File: src/rtl/adc_ctl_pkg.sv
`timescale 1ns/1ps
package adc_ctl_pkg;

  typedef enum logic [1:0] {
    ST_IDLE   = 2'd0,
    ST_SAMPLE = 2'd1,
    ST_CONV   = 2'd2
  } ctl_state_e;

  localparam int SMP_W = 11;

  // Sampling window length in clocks for a 4-bit code.
  function automatic logic [SMP_W-1:0] smp_clocks(input logic [3:0] code);
    logic [SMP_W-1:0] len;
    if (code == 4'd8)
      len = SMP_W'(1346);
    else if (code >= 4'd12)
      len = SMP_W'(1030);
    else if (code == 4'd0)
      len = SMP_W'(6);
    else
      len = SMP_W'(6) + (SMP_W'(1) << (code - 4'd1));
    return len;
  endfunction

endpackage

File: src/rtl/adc_pin_qual.sv
`timescale 1ns/1ps
module adc_pin_qual #(
  parameter int FILT = 4,
  localparam int CNTW = (FILT > 1) ? $clog2(FILT) : 1
) (
  input  logic clk,
  input  logic rst_n,
  input  logic pin,
  input  logic rise_sel,
  output logic edge_o
);

  logic            s1_q, s2_q;
  logic            lvl_q, lvl_d;
  logic [CNTW-1:0] cnt_q, cnt_d;
  logic            edge_q, edge_d;

  always_comb begin
    lvl_d  = lvl_q;
    cnt_d  = cnt_q;
    edge_d = 1'b0;
    if (s2_q == lvl_q) begin
      cnt_d = '0;
    end else if (cnt_q == CNTW'(FILT - 1)) begin
      lvl_d  = s2_q;
      cnt_d  = '0;
      edge_d = (s2_q == rise_sel);
    end else begin
      cnt_d = cnt_q + CNTW'(1);
    end
  end

  always_ff @(posedge clk or negedge rst_n) begin
    if (!rst_n) begin
      s1_q   <= 1'b0;
      s2_q   <= 1'b0;
      lvl_q  <= 1'b0;
      cnt_q  <= '0;
      edge_q <= 1'b0;
    end else begin
      s1_q   <= pin;
      s2_q   <= s1_q;
      lvl_q  <= lvl_d;
      cnt_q  <= cnt_d;
      edge_q <= edge_d;
    end
  end

  assign edge_o = edge_q;

  // an accepted level change follows a run of equal synchronized samples
  a_r3_level_held: assert property (@(posedge clk) disable iff (!rst_n)
    (lvl_q != $past(lvl_q)) |->
      ($past(s2_q) == $past(s2_q, 2)) && ($past(s2_q, 2) == $past(s2_q, 3)));

endmodule

File: src/rtl/adc_pwm_delay.sv
`timescale 1ns/1ps
module adc_pwm_delay #(
  parameter int DLY_W = 8,
  localparam int CW = DLY_W + 2
) (
  input  logic             clk,
  input  logic             rst_n,
  input  logic             arm,
  input  logic             cancel,
  input  logic [DLY_W-1:0] dly,
  output logic             fire
);

  logic          pend_q, pend_d;
  logic [CW-1:0] cnt_q, cnt_d;
  logic          cnt_en;

  assign fire = pend_q && (cnt_q == '0);

  always_comb begin
    pend_d = pend_q;
    cnt_d  = cnt_q;
    if (cancel) begin
      pend_d = 1'b0;
    end else if (arm && !pend_q) begin
      pend_d = 1'b1;
      cnt_d  = {dly, 2'b00};
    end else if (pend_q) begin
      if (cnt_q == '0) pend_d = 1'b0;
      else             cnt_d  = cnt_q - CW'(1);
    end
  end

  assign cnt_en = cancel || arm || pend_q;

  always_ff @(posedge clk or negedge rst_n) begin
    if (!rst_n) begin
      pend_q <= 1'b0;
      cnt_q  <= '0;
    end else if (cnt_en) begin
      pend_q <= pend_d;
      cnt_q  <= cnt_d;
    end
  end

  // a cancel leaves nothing pending
  a_r5_cancel_clears: assert property (@(posedge clk) disable iff (!rst_n)
    cancel |=> !pend_q);

  // a delay fires once and then is no longer pending
  a_r4_single_fire: assert property (@(posedge clk) disable iff (!rst_n)
    fire |=> !pend_q);

endmodule

File: src/rtl/adc_chan_pick.sv
`timescale 1ns/1ps
module adc_chan_pick #(
  parameter int NCH = 12,
  localparam int CW = $clog2(NCH)
) (
  input  logic [NCH-1:0] mask,
  output logic           found,
  output logic [CW-1:0]  idx
);

  always_comb begin
    found = 1'b0;
    idx   = '0;
    for (int i = NCH - 1; i >= 0; i--) begin
      if (mask[i]) begin
        found = 1'b1;
        idx   = CW'(i);
      end
    end
  end

endmodule

File: src/rtl/adc_result_hold.sv
`timescale 1ns/1ps
module adc_result_hold #(
  parameter int RES_W = 10
) (
  input  logic             clk,
  input  logic             rst_n,
  input  logic             load,
  input  logic [RES_W-1:0] data,
  input  logic             rd,
  input  logic             eoc_clr,
  output logic [RES_W-1:0] result,
  output logic             valid,
  output logic             overrun,
  output logic             eoc
);

  logic [RES_W-1:0] res_q;
  logic             val_q, val_d;
  logic             ovr_q, ovr_d;
  logic             eoc_q, eoc_d;

  always_comb begin
    if (load) begin
      val_d = 1'b1;
      ovr_d = (val_q || ovr_q) && !rd;
    end else if (rd) begin
      val_d = 1'b0;
      ovr_d = 1'b0;
    end else begin
      val_d = val_q;
      ovr_d = ovr_q;
    end
    if (load)         eoc_d = 1'b1;
    else if (eoc_clr) eoc_d = 1'b0;
    else              eoc_d = eoc_q;
  end

  always_ff @(posedge clk or negedge rst_n) begin
    if (!rst_n) begin
      res_q <= '0;
    end else if (load) begin
      res_q <= data;
    end
  end

  always_ff @(posedge clk or negedge rst_n) begin
    if (!rst_n) begin
      val_q <= 1'b0;
      ovr_q <= 1'b0;
      eoc_q <= 1'b0;
    end else begin
      val_q <= val_d;
      ovr_q <= ovr_d;
      eoc_q <= eoc_d;
    end
  end

  assign result  = res_q;
  assign valid   = val_q;
  assign overrun = ovr_q;
  assign eoc     = eoc_q;

  // overrun is only ever reported alongside an unread result
  a_r9_ovr_with_valid: assert property (@(posedge clk) disable iff (!rst_n)
    overrun |-> valid);

  // a read without a load clears both flags
  a_r9_read_clears: assert property (@(posedge clk) disable iff (!rst_n)
    (rd && !load) |=> (!valid && !overrun));

endmodule

File: src/rtl/adc_seq_ctrl.sv
`timescale 1ns/1ps
module adc_seq_ctrl
  import adc_ctl_pkg::*;
#(
  parameter int NCH   = 12,
  parameter int RES_W = 10,
  parameter int DLY_W = 8,
  parameter int FILT  = 4,
  localparam int CW   = $clog2(NCH)
) (
  input  logic             clk,
  input  logic             rst_n,
  input  logic             conv_en,
  input  logic             irq_en,
  input  logic             hw_trig_en,
  input  logic [1:0]       trig_sel,
  input  logic             edge_rise,
  input  logic [DLY_W-1:0] trig_dly,
  input  logic [3:0]       smp_code,
  input  logic [NCH-1:0]   chan_mask,
  input  logic             sw_start,
  input  logic             start_pin,
  input  logic             pwm_trig,
  input  logic             rd_strobe,
  input  logic             eoc_clr,
  output logic             conv_sample,
  output logic             conv_go,
  input  logic             conv_done,
  input  logic [RES_W-1:0] conv_data,
  output logic [RES_W-1:0] result,
  output logic             valid,
  output logic             overrun,
  output logic             eoc_flag,
  output logic             irq,
  output logic             busy,
  output logic [CW-1:0]    cur_chan
);

  localparam logic [1:0] SEL_PIN = 2'd0;
  localparam logic [1:0] SEL_PWM = 2'd3;

  ctl_state_e       state_q, state_d;
  logic [SMP_W-1:0] smp_q, smp_d;
  logic [CW-1:0]    chan_q, chan_d;
  logic             idle;
  logic             pin_edge;
  logic             dly_fire, dly_arm, dly_cancel;
  logic             pick_found;
  logic [CW-1:0]    pick_idx;
  logic             start_req, start_ok;
  logic             res_load;

  assign idle = (state_q == ST_IDLE);

  adc_pin_qual #(.FILT(FILT)) u_pin (
    .clk      (clk),
    .rst_n    (rst_n),
    .pin      (start_pin),
    .rise_sel (edge_rise),
    .edge_o   (pin_edge)
  );

  assign dly_arm    = pwm_trig && hw_trig_en && (trig_sel == SEL_PWM) && conv_en && idle;
  assign dly_cancel = !(hw_trig_en && (trig_sel == SEL_PWM) && conv_en);

  adc_pwm_delay #(.DLY_W(DLY_W)) u_dly (
    .clk    (clk),
    .rst_n  (rst_n),
    .arm    (dly_arm),
    .cancel (dly_cancel),
    .dly    (trig_dly),
    .fire   (dly_fire)
  );

  adc_chan_pick #(.NCH(NCH)) u_pick (
    .mask  (chan_mask),
    .found (pick_found),
    .idx   (pick_idx)
  );

  assign start_req = sw_start
                   || (hw_trig_en && (trig_sel == SEL_PIN) && pin_edge)
                   || dly_fire;
  assign start_ok  = start_req && conv_en && idle && pick_found;

  always_comb begin
    state_d = state_q;
    smp_d   = smp_q;
    chan_d  = chan_q;
    unique case (state_q)
      ST_IDLE: begin
        if (start_ok) begin
          state_d = ST_SAMPLE;
          smp_d   = smp_clocks(smp_code) - SMP_W'(1);
          chan_d  = pick_idx;
        end
      end
      ST_SAMPLE: begin
        if (smp_q == '0) state_d = ST_CONV;
        else             smp_d   = smp_q - SMP_W'(1);
      end
      ST_CONV: begin
        if (conv_done) state_d = ST_IDLE;
      end
      default: state_d = ST_IDLE;
    endcase
  end

  always_ff @(posedge clk or negedge rst_n) begin
    if (!rst_n) begin
      state_q <= ST_IDLE;
      smp_q   <= '0;
      chan_q  <= '0;
    end else begin
      state_q <= state_d;
      if (!idle || start_ok) smp_q <= smp_d;
      if (start_ok)          chan_q <= chan_d;
    end
  end

  assign conv_sample = (state_q == ST_SAMPLE);
  assign conv_go     = (state_q == ST_CONV);
  assign busy        = !idle;
  assign cur_chan    = chan_q;
  assign res_load    = conv_go && conv_done;

  adc_result_hold #(.RES_W(RES_W)) u_res (
    .clk     (clk),
    .rst_n   (rst_n),
    .load    (res_load),
    .data    (conv_data),
    .rd      (rd_strobe),
    .eoc_clr (eoc_clr),
    .result  (result),
    .valid   (valid),
    .overrun (overrun),
    .eoc     (eoc_flag)
  );

  assign irq = eoc_flag && irq_en;

  // a conversion only begins while the converter is enabled
  a_r1_start_needs_en: assert property (@(posedge clk) disable iff (!rst_n)
    $rose(busy) |-> $past(conv_en));

  // the converter request is preceded by the sampling window
  a_r8_sample_then_go: assert property (@(posedge clk) disable iff (!rst_n)
    $rose(conv_go) |-> $past(conv_sample));

  // the picked channel is set in the mask and no lower one is
  a_r6_lowest_pick: assert property (@(posedge clk) disable iff (!rst_n)
    pick_found |-> (chan_mask[pick_idx] &&
      ((chan_mask & ((NCH'(1) << pick_idx) - NCH'(1))) == '0)));

  // an empty mask never takes the block out of idle
  a_r7_empty_stays_idle: assert property (@(posedge clk) disable iff (!rst_n)
    (idle && (chan_mask == '0)) |=> !busy);

  // an accepted done sets the end-of-conversion flag
  a_r10_eoc_on_done: assert property (@(posedge clk) disable iff (!rst_n)
    (conv_go && conv_done) |=> eoc_flag);

  // no second sampling window starts without passing through idle
  a_r11_no_restart: assert property (@(posedge clk) disable iff (!rst_n)
    $rose(conv_sample) |-> $past(idle));

endmodule

File: config.mk
export PLATFORM = sky130hd
export DESIGN_NAME = adc_seq_ctrl
export DESIGN_NICKNAME = d
export VERILOG_FILES = /design/src/rtl/adc_ctl_pkg.sv /design/src/rtl/adc_pin_qual.sv /design/src/rtl/adc_pwm_delay.sv /design/src/rtl/adc_chan_pick.sv /design/src/rtl/adc_result_hold.sv /design/src/rtl/adc_seq_ctrl.sv
export SDC_FILE = /design/constraint.sdc
export NUM_CORES = 1
export LEC_CHECK = 0
export CAP_MARGIN = 25
export CORE_UTILIZATION = 45
export DETAILED_ROUTE_END_ITERATION = 8
export DONT_BUFFER_PORTS = 1
export PLACE_DENSITY_LB_ADDON = 0.1
export SYNTH_ARGS = -nofsm -noshare
export SYNTH_HDL_FRONTEND = slang
export SYNTH_SLANG_ARGS = --single-unit
File: constraint.sdc
create_clock -name clk -period 2.81 [get_ports clk]
set_input_delay 0.562 -clock clk [delete_from_list [all_inputs] [get_ports clk]]
set_output_delay 0.562 -clock clk [all_outputs]
set_load 0.02 [all_outputs]
# Word level (Yosys, flattened, before mapping)
# Index checks and enable logic that the tools add are counted.
dict set report word_totals {
  ff_bits 47
  latch_bits 0
  ram_bits 0
  rom_bits 0
  input_bits 48
  out_inout_bits 21
  word_cells 127
  memories 0
}
dict set report classes {
  n_addsub 6
  mul 0
  n_div 0
  magnitude_cmp 1
  eq_ne 12
  shift 1
  muxes 52
  bitwise_logic 1
  reduce_logical 40
}
# op count
set op_table {}
lappend op_table {{$mux W11} 7}
lappend op_table {{$mux W4} 12}
lappend op_table {{$mux W10} 3}
lappend op_table {{$mux W1} 23}
lappend op_table {{$pmux W11 S2} 1}
lappend op_table {{$sub A11 B1 Y11 const B} 2}
lappend op_table {{$logic_and A1 B1 Y1} 16}
lappend op_table {{$add A4 B11 Y11 const A} 1}
lappend op_table {{$logic_not A11 Y1} 1}
lappend op_table {{$shl A1 B4 Y11 const A} 1}
lappend op_table {{$logic_not A10 Y1} 1}
lappend op_table {{$mux W2} 5}
lappend op_table {{$sub A10 B1 Y10 const B} 1}
lappend op_table {{$reduce_and A4 Y1} 2}
lappend op_table {{$reduce_bool A2 Y1} 4}
lappend op_table {{$eq A2 B2 Y1 const B} 3}
lappend op_table {{$logic_or A1 B1 Y1} 6}
lappend op_table {{$ne A2 B1 Y1 const B} 3}
lappend op_table {{$pmux W2 S3} 1}
lappend op_table {{$eq A4 B4 Y1 const B} 1}
lappend op_table {{$ge A4 B4 Y1 const B} 1}
lappend op_table {{$logic_not A1 Y1} 4}
lappend op_table {{$logic_not A2 Y1} 2}
lappend op_table {{$logic_not A4 Y1} 1}
lappend op_table {{8 further kinds} 11}

# Logic depth before layout (Yosys ltp)
dict set report depth {
  ltp_word 18
  depth_mapped 11
  ltp_nobuf 9
}

# Modules after synthesis
# From an unflattened synthesis, not the netlist that was laid out.
dict set report unflattened {
  hier_cells 283
  hier_area_um2 2770.2
}
# module instances cells_each area_per_inst_um2 seq_area_each_um2
set by_module_without_submodules {}
lappend by_module_without_submodules {adc_seq_ctrl 1 134 1188.6 425.4}
lappend by_module_without_submodules {adc_pwm_delay 1 83 720.7 275.3}
lappend by_module_without_submodules {adc_result_hold 1 30 509.2 325.3}
lappend by_module_without_submodules {adc_pin_qual 1 14 222.7 150.1}
lappend by_module_without_submodules {adc_chan_pick 1 22 128.9 0.0}

# Worst setup path before layout
# No wires, ideal clock.
dict set report synth_timing {
  path_kind {register to register}
  start {register state_q[1]}
  end {register smp_q[8]}
  setup_ns 0.121
  arrival_time_ns 2.441
  required_ns 2.689
  slack_ns 0.248
  stages_incl_launch_ff 12
  path_buffers 2
  synth_period_minus_slack_ns 2.562
  cell_sequence {dfrtp_1 nand2b_1 buf_4 inv_2 clkbuf_1 nor4_1 a21oi_1 ha_1 o311a_1 nand4_2 mux2_2 o22a_1}
}
dict set report synth_between {
  elab_cells_between_ends 11
  classes_between {eq/ne (3); mux (1); reduce/logical (7)}
}
# element line_no
set synth_lines {}
lappend synth_lines {{start, declared} adc_seq_ctrl.sv:42} ;# ctl_state_e state_q, state_d;
lappend synth_lines {{start signal, assigned} adc_seq_ctrl.sv:115} ;# state_q <= state_d;
lappend synth_lines {{$eq A2 B1 Y1 *} -}
lappend synth_lines {{via conv_sample} adc_seq_ctrl.sv:26} ;# output logic conv_sample,
lappend synth_lines {{$ne A2 B2 Y1 (no line) or $reduce_bool A2 Y1 (tied branches)} -}
lappend synth_lines {{$reduce_and A4 Y1 (no line)} -}
lappend synth_lines {{end signal, assigned} adc_seq_ctrl.sv:116} ;# if (!idle || start_ok) smp_q <= smp_d;
lappend synth_lines {{end, declared} adc_seq_ctrl.sv:43} ;# logic [SMP_W-1:0] smp_q, smp_d;
# Mark *: on every way through the listed nets, which the timed path passes. The rest lies on a longest branch.
# A chain may end at the register's enable or synchronous reset.

# Worst setup path in the final report
dict set report layout_timing {
  start {register u_dly.cnt_q[0]}
  end {register smp_q[7]}
}
dict set report layout_between {
  elab_chain_len 8
  elab_cells_between_ends 9
  classes_between {eq/ne (1); reduce/logical (8)}
}
# element line_no
set layout_lines {}
lappend layout_lines {{start, declared} adc_pwm_delay.sv:15} ;# logic [CW-1:0] cnt_q, cnt_d;
lappend layout_lines {{start signal, assigned} adc_pwm_delay.sv:42} ;# cnt_q <= cnt_d;
lappend layout_lines {{$logic_not A10 Y1 *} adc_pwm_delay.sv:18} ;# assign fire = pend_q && (cnt_q == '0);
lappend layout_lines {{$logic_and A1 B1 Y1 *} adc_pwm_delay.sv:18}
lappend layout_lines {{$logic_or A1 B1 Y1 *} adc_seq_ctrl.sv:83} ;# || dly_fire;
lappend layout_lines {{$logic_and A1 B1 Y1 * (3 in series)} adc_seq_ctrl.sv:84} ;# assign start_ok = start_req && conv_en && idle && pick_found;
lappend layout_lines {{$ne A2 B1 Y1 (no line) or $logic_or A1 B1 Y1 (tied branches)} -}
lappend layout_lines {{$reduce_and A4 Y1 (no line) *} -}
# Every way passes the cells marked *; elsewhere a longest branch is shown, timed or not.

==> metrics.md <==
| Metric | Value |
|---|---|
| Die Ht | 80.8 um |
| Syn_area_per_cell | 9.29 um^2 |
| Clock Path Buffers | 2 |
| Syn Inst Count | 301 |
| Count leader, synth | dfrtp_1 |
| Maximum vdd drop | 0.392 mV |
| Max Fanout on Critical Path | 12 |
| Setup Skew | 0.0108 ns |
| Sequential share of power | 41.0% |
| Switching portion of total power | 39.8% |
| Port bufs | 0 |
| Final Hold Viols | 0 |
| Later-pin clock latency in the skew report | 0.31 ns |
| CP Capture Type | flip-flop |
| Max Clk Rate | 402 MHz |
| Htree depth | 2 |
| Synth top area share | 42.1% |
| Fin crit share | 88.6% |
| WL final | 5.87 mm |
| Worst Tran Pin Value | 0.574 ns |
| First-pass GRT wire length | 9.77 mm |
| Fin Setup TNS | 0 ns |
| Worst R2R Path Depth | 9 |
| Clock slew at reported path FFs | 0.09 ns |
| Worst r2r dst | smp_q[7]$_DFFE_PN0P_ |
| Ys Warns | 0 |
| Initial antenna violation count | 0 |
| Initial Util | 47.0% |
| Grt ovf | 0 |
| Maxcap violations | 0 |
| Routed len/inst | 15.5 um |
| Synth area leaders | dfrtp_1, mux2_2, o21ai_0 |
| Ys flop type | dfrtp_1 |
| Fin nets | 355 |
| Hpwl dp | 4.28 mm |
| Syn_nets | 353 |
| Fill count | 575 |
| Post-CTS sizing | 0 |
| R2r setup slk | 0.32 ns |
| Post-synthesis async set-or-reset flop share | 100% |
| Iter 0 DRT Violations | 83 |
| CTS tree | done |
| Netlist cell types | 65 |
| Row cnt | 28 |
| Synth Cell Area | 2800 um^2 |
| Crit start category | flip-flop |
| Clock power share | 19.9% |
| FF-to-FF Start | u_dly.cnt_q[0]$_DFFE_PN0P_ |
| Synth cell count leaders | dfrtp_1, nor2_1, o21ai_0 |
| Seq/Total Area, Yosys | 42.1% |
| Routed vias/inst | 5.91 |
| Max-slew headroom | 61.4% |
| Net switching power | 1.02 mW |
| Largest net degree at the start of global routing | 48 |
| Clk sinks | 47 |
| Cell area after layout | 3010 um^2 |
| Internal power | 1.55 mW |
| Remaining antenna violation count after routing | 0 |
| Via count | 2241 |
| Die footprint | 6530 um^2 |
| Clk root buf | clkbuf_8 |
| N_diodes | 0 |
| Setup CP Type | flip-flop to flip-flop |
| I/O pin total | 69 |
| Pwr dens | 854 nW/um^2 |
| Area after DPL | 2870 um^2 |
| # setup viols final | 0 |
| Synthesized flop and latch total | 47 |
| Num CTS Buffers | 5 |
| Min-Delay Path Class | primary input to async pin |
| Combinational share of power | 39.1% |
| Worst endpoint required time | 3.02 ns |
| All-layer global routing usage | 19.2% |
| Die width | 80.8 um |
| Status | complete, no violations |
| Area leader, netlist | dfrtp_1 |
| First-pass iteration count of the detailed router | 4 |
| Layout cells sized above 1 | 13.5% |
| Pleak | 1.23 nW |
| RSZ-0062 raised after global routing | false |
| CP arrival | 2.70 ns |
| Final min period | 2.49 ns |
| Residual DRC | 0 |
| P&R area growth vs syn | 7.79% |
| Vias in the first global route | 2213 |
| Final Slew Violations | 0 |
| Std-Cell Core Area | 5960 um^2 |
| Gp weighted congestion | 0.820 |
| EDFF count, synth | 0 |
[critical path, cell delays in order, from the launching register on]
cell and delay [ns]:
dfrtp_1 0.38, inv_1 0.08, ha_1 0.25, nor4b_4 0.30, nand4_2 0.18, a221oi_4 0.36, nor2_2 0.17, inv_1 0.31
a21oi_1 0.12, a311oi_1 0.24
[cells in the final DEF, fill, tap and decap left out, types with 6 or more instances in the layout]
cell       n
a21oi_1   23
nor2_1    25
buf_4      7
mux2_2    12
nor3_1     7
nor4_1     8
o21ai_0   25
nand2_1   20
dfrtp_1   47
nand3_1    6
inv_1     19
nand2b_1   6
[cell type report]
cell class | count | area (um^2) | share of cell area (%)
Timing Repair Buffer | 8 | 80.1 | 2.66
Sequential cell | 47 | 1180 | 39.0
Clock buffer | 5 | 68.8 | 2.28
Multi-Input combinational cell | 221 | 1470 | 48.9
Clock inverter | 3 | 47.5 | 1.58
Tap cell | 75 | 93.8 | 3.11
Inverter | 20 | 75.1 | 2.49
[how the worst max path moves through the flow]
stage | cells after the start | to | start
CTS | 9 | smp_q[7]$_DFFE_PN0P_ | u_dly.cnt_q[0]$_DFFE_PN0P_
global placement | 9 | smp_q[8]$_DFFE_PN0P_ | smp_code[3]
finish | 9 | smp_q[7]$_DFFE_PN0P_ | u_dly.cnt_q[0]$_DFFE_PN0P_
detailed placement | 9 | smp_q[8]$_DFFE_PN0P_ | smp_code[3]
floorplan | 11 | smp_q[8]$_DFFE_PN0P_ | state_q[1]$_DFFE_PN0P_
global route | 9 | smp_q[7]$_DFFE_PN0P_ | u_dly.cnt_q[0]$_DFFE_PN0P_
[per-layer routing]
metal	vias up	GRT usage (%)	wire length, um
li1	1098	-	-
met1	1066	25.0	2680
met2	70	31.7	2670
met3	7	4.72	439
met4	0	5.36	73
met5	-	0	0
[metrics by stage]
stage                     setup WS [ns]  hold slack [ns]  power, mW  cells  utilization [%]
final                             0.322            0.101       2.57    379             50.6
after global routing             0.0831            0.103       2.78    379             50.6
after CTS                         0.303           0.0940       2.59    379             50.6
after detailed placement          0.314            0.268       2.05    370             48.2
after global placement            0.345            0.268       2.04    370             48.2
after floorplan                   0.248            0.266       1.85    301                -
[timing repair]
item                                   in CTS  in global routing
hold buffers                                1                  0
setup buffers                               0                  0
endpoints found under the hold margin      47                  0
[power by group through the flow]
stage | combinational, mW | sequential, mW | clock (mW)
global placement | 0.976 | 1.07 | 0
floorplan | 0.825 | 1.02 | 0
global route | 1.14 | 1.08 | 0.556
detailed placement | 0.986 | 1.07 | 0
CTS | 1.01 | 1.05 | 0.532
finish | 1.01 | 1.05 | 0.512
[cell families (layout without fill, tap and decap cells)]
family          Yosys count  after routing  synth area share, %
compound gates           89             89                 21.4
buf+inv                  33             36                 5.28
mux                      14             14                 5.55
simple gates            109            109                 22.4
fa+ha+maj                 4              4                 1.79
flops                    47             47                 42.1
xor+xnor                  5              5                 1.57
[registers in the layout, indices dropped and copies added, names as in the netlist]
signal         count
u_pin.lvl_q        1
smp_q             11
u_res.result      10
u_res.overrun      1
u_dly.pend_q       1
u_pin.edge_o       1
u_pin.s2_q         1
u_dly.cnt_q       10
u_res.valid        1
u_res.eoc          1
u_pin.s1_q         1
state_q            2
u_pin.cnt_q        2
cur_chan           4
Power figures use the tool's default switching activity.
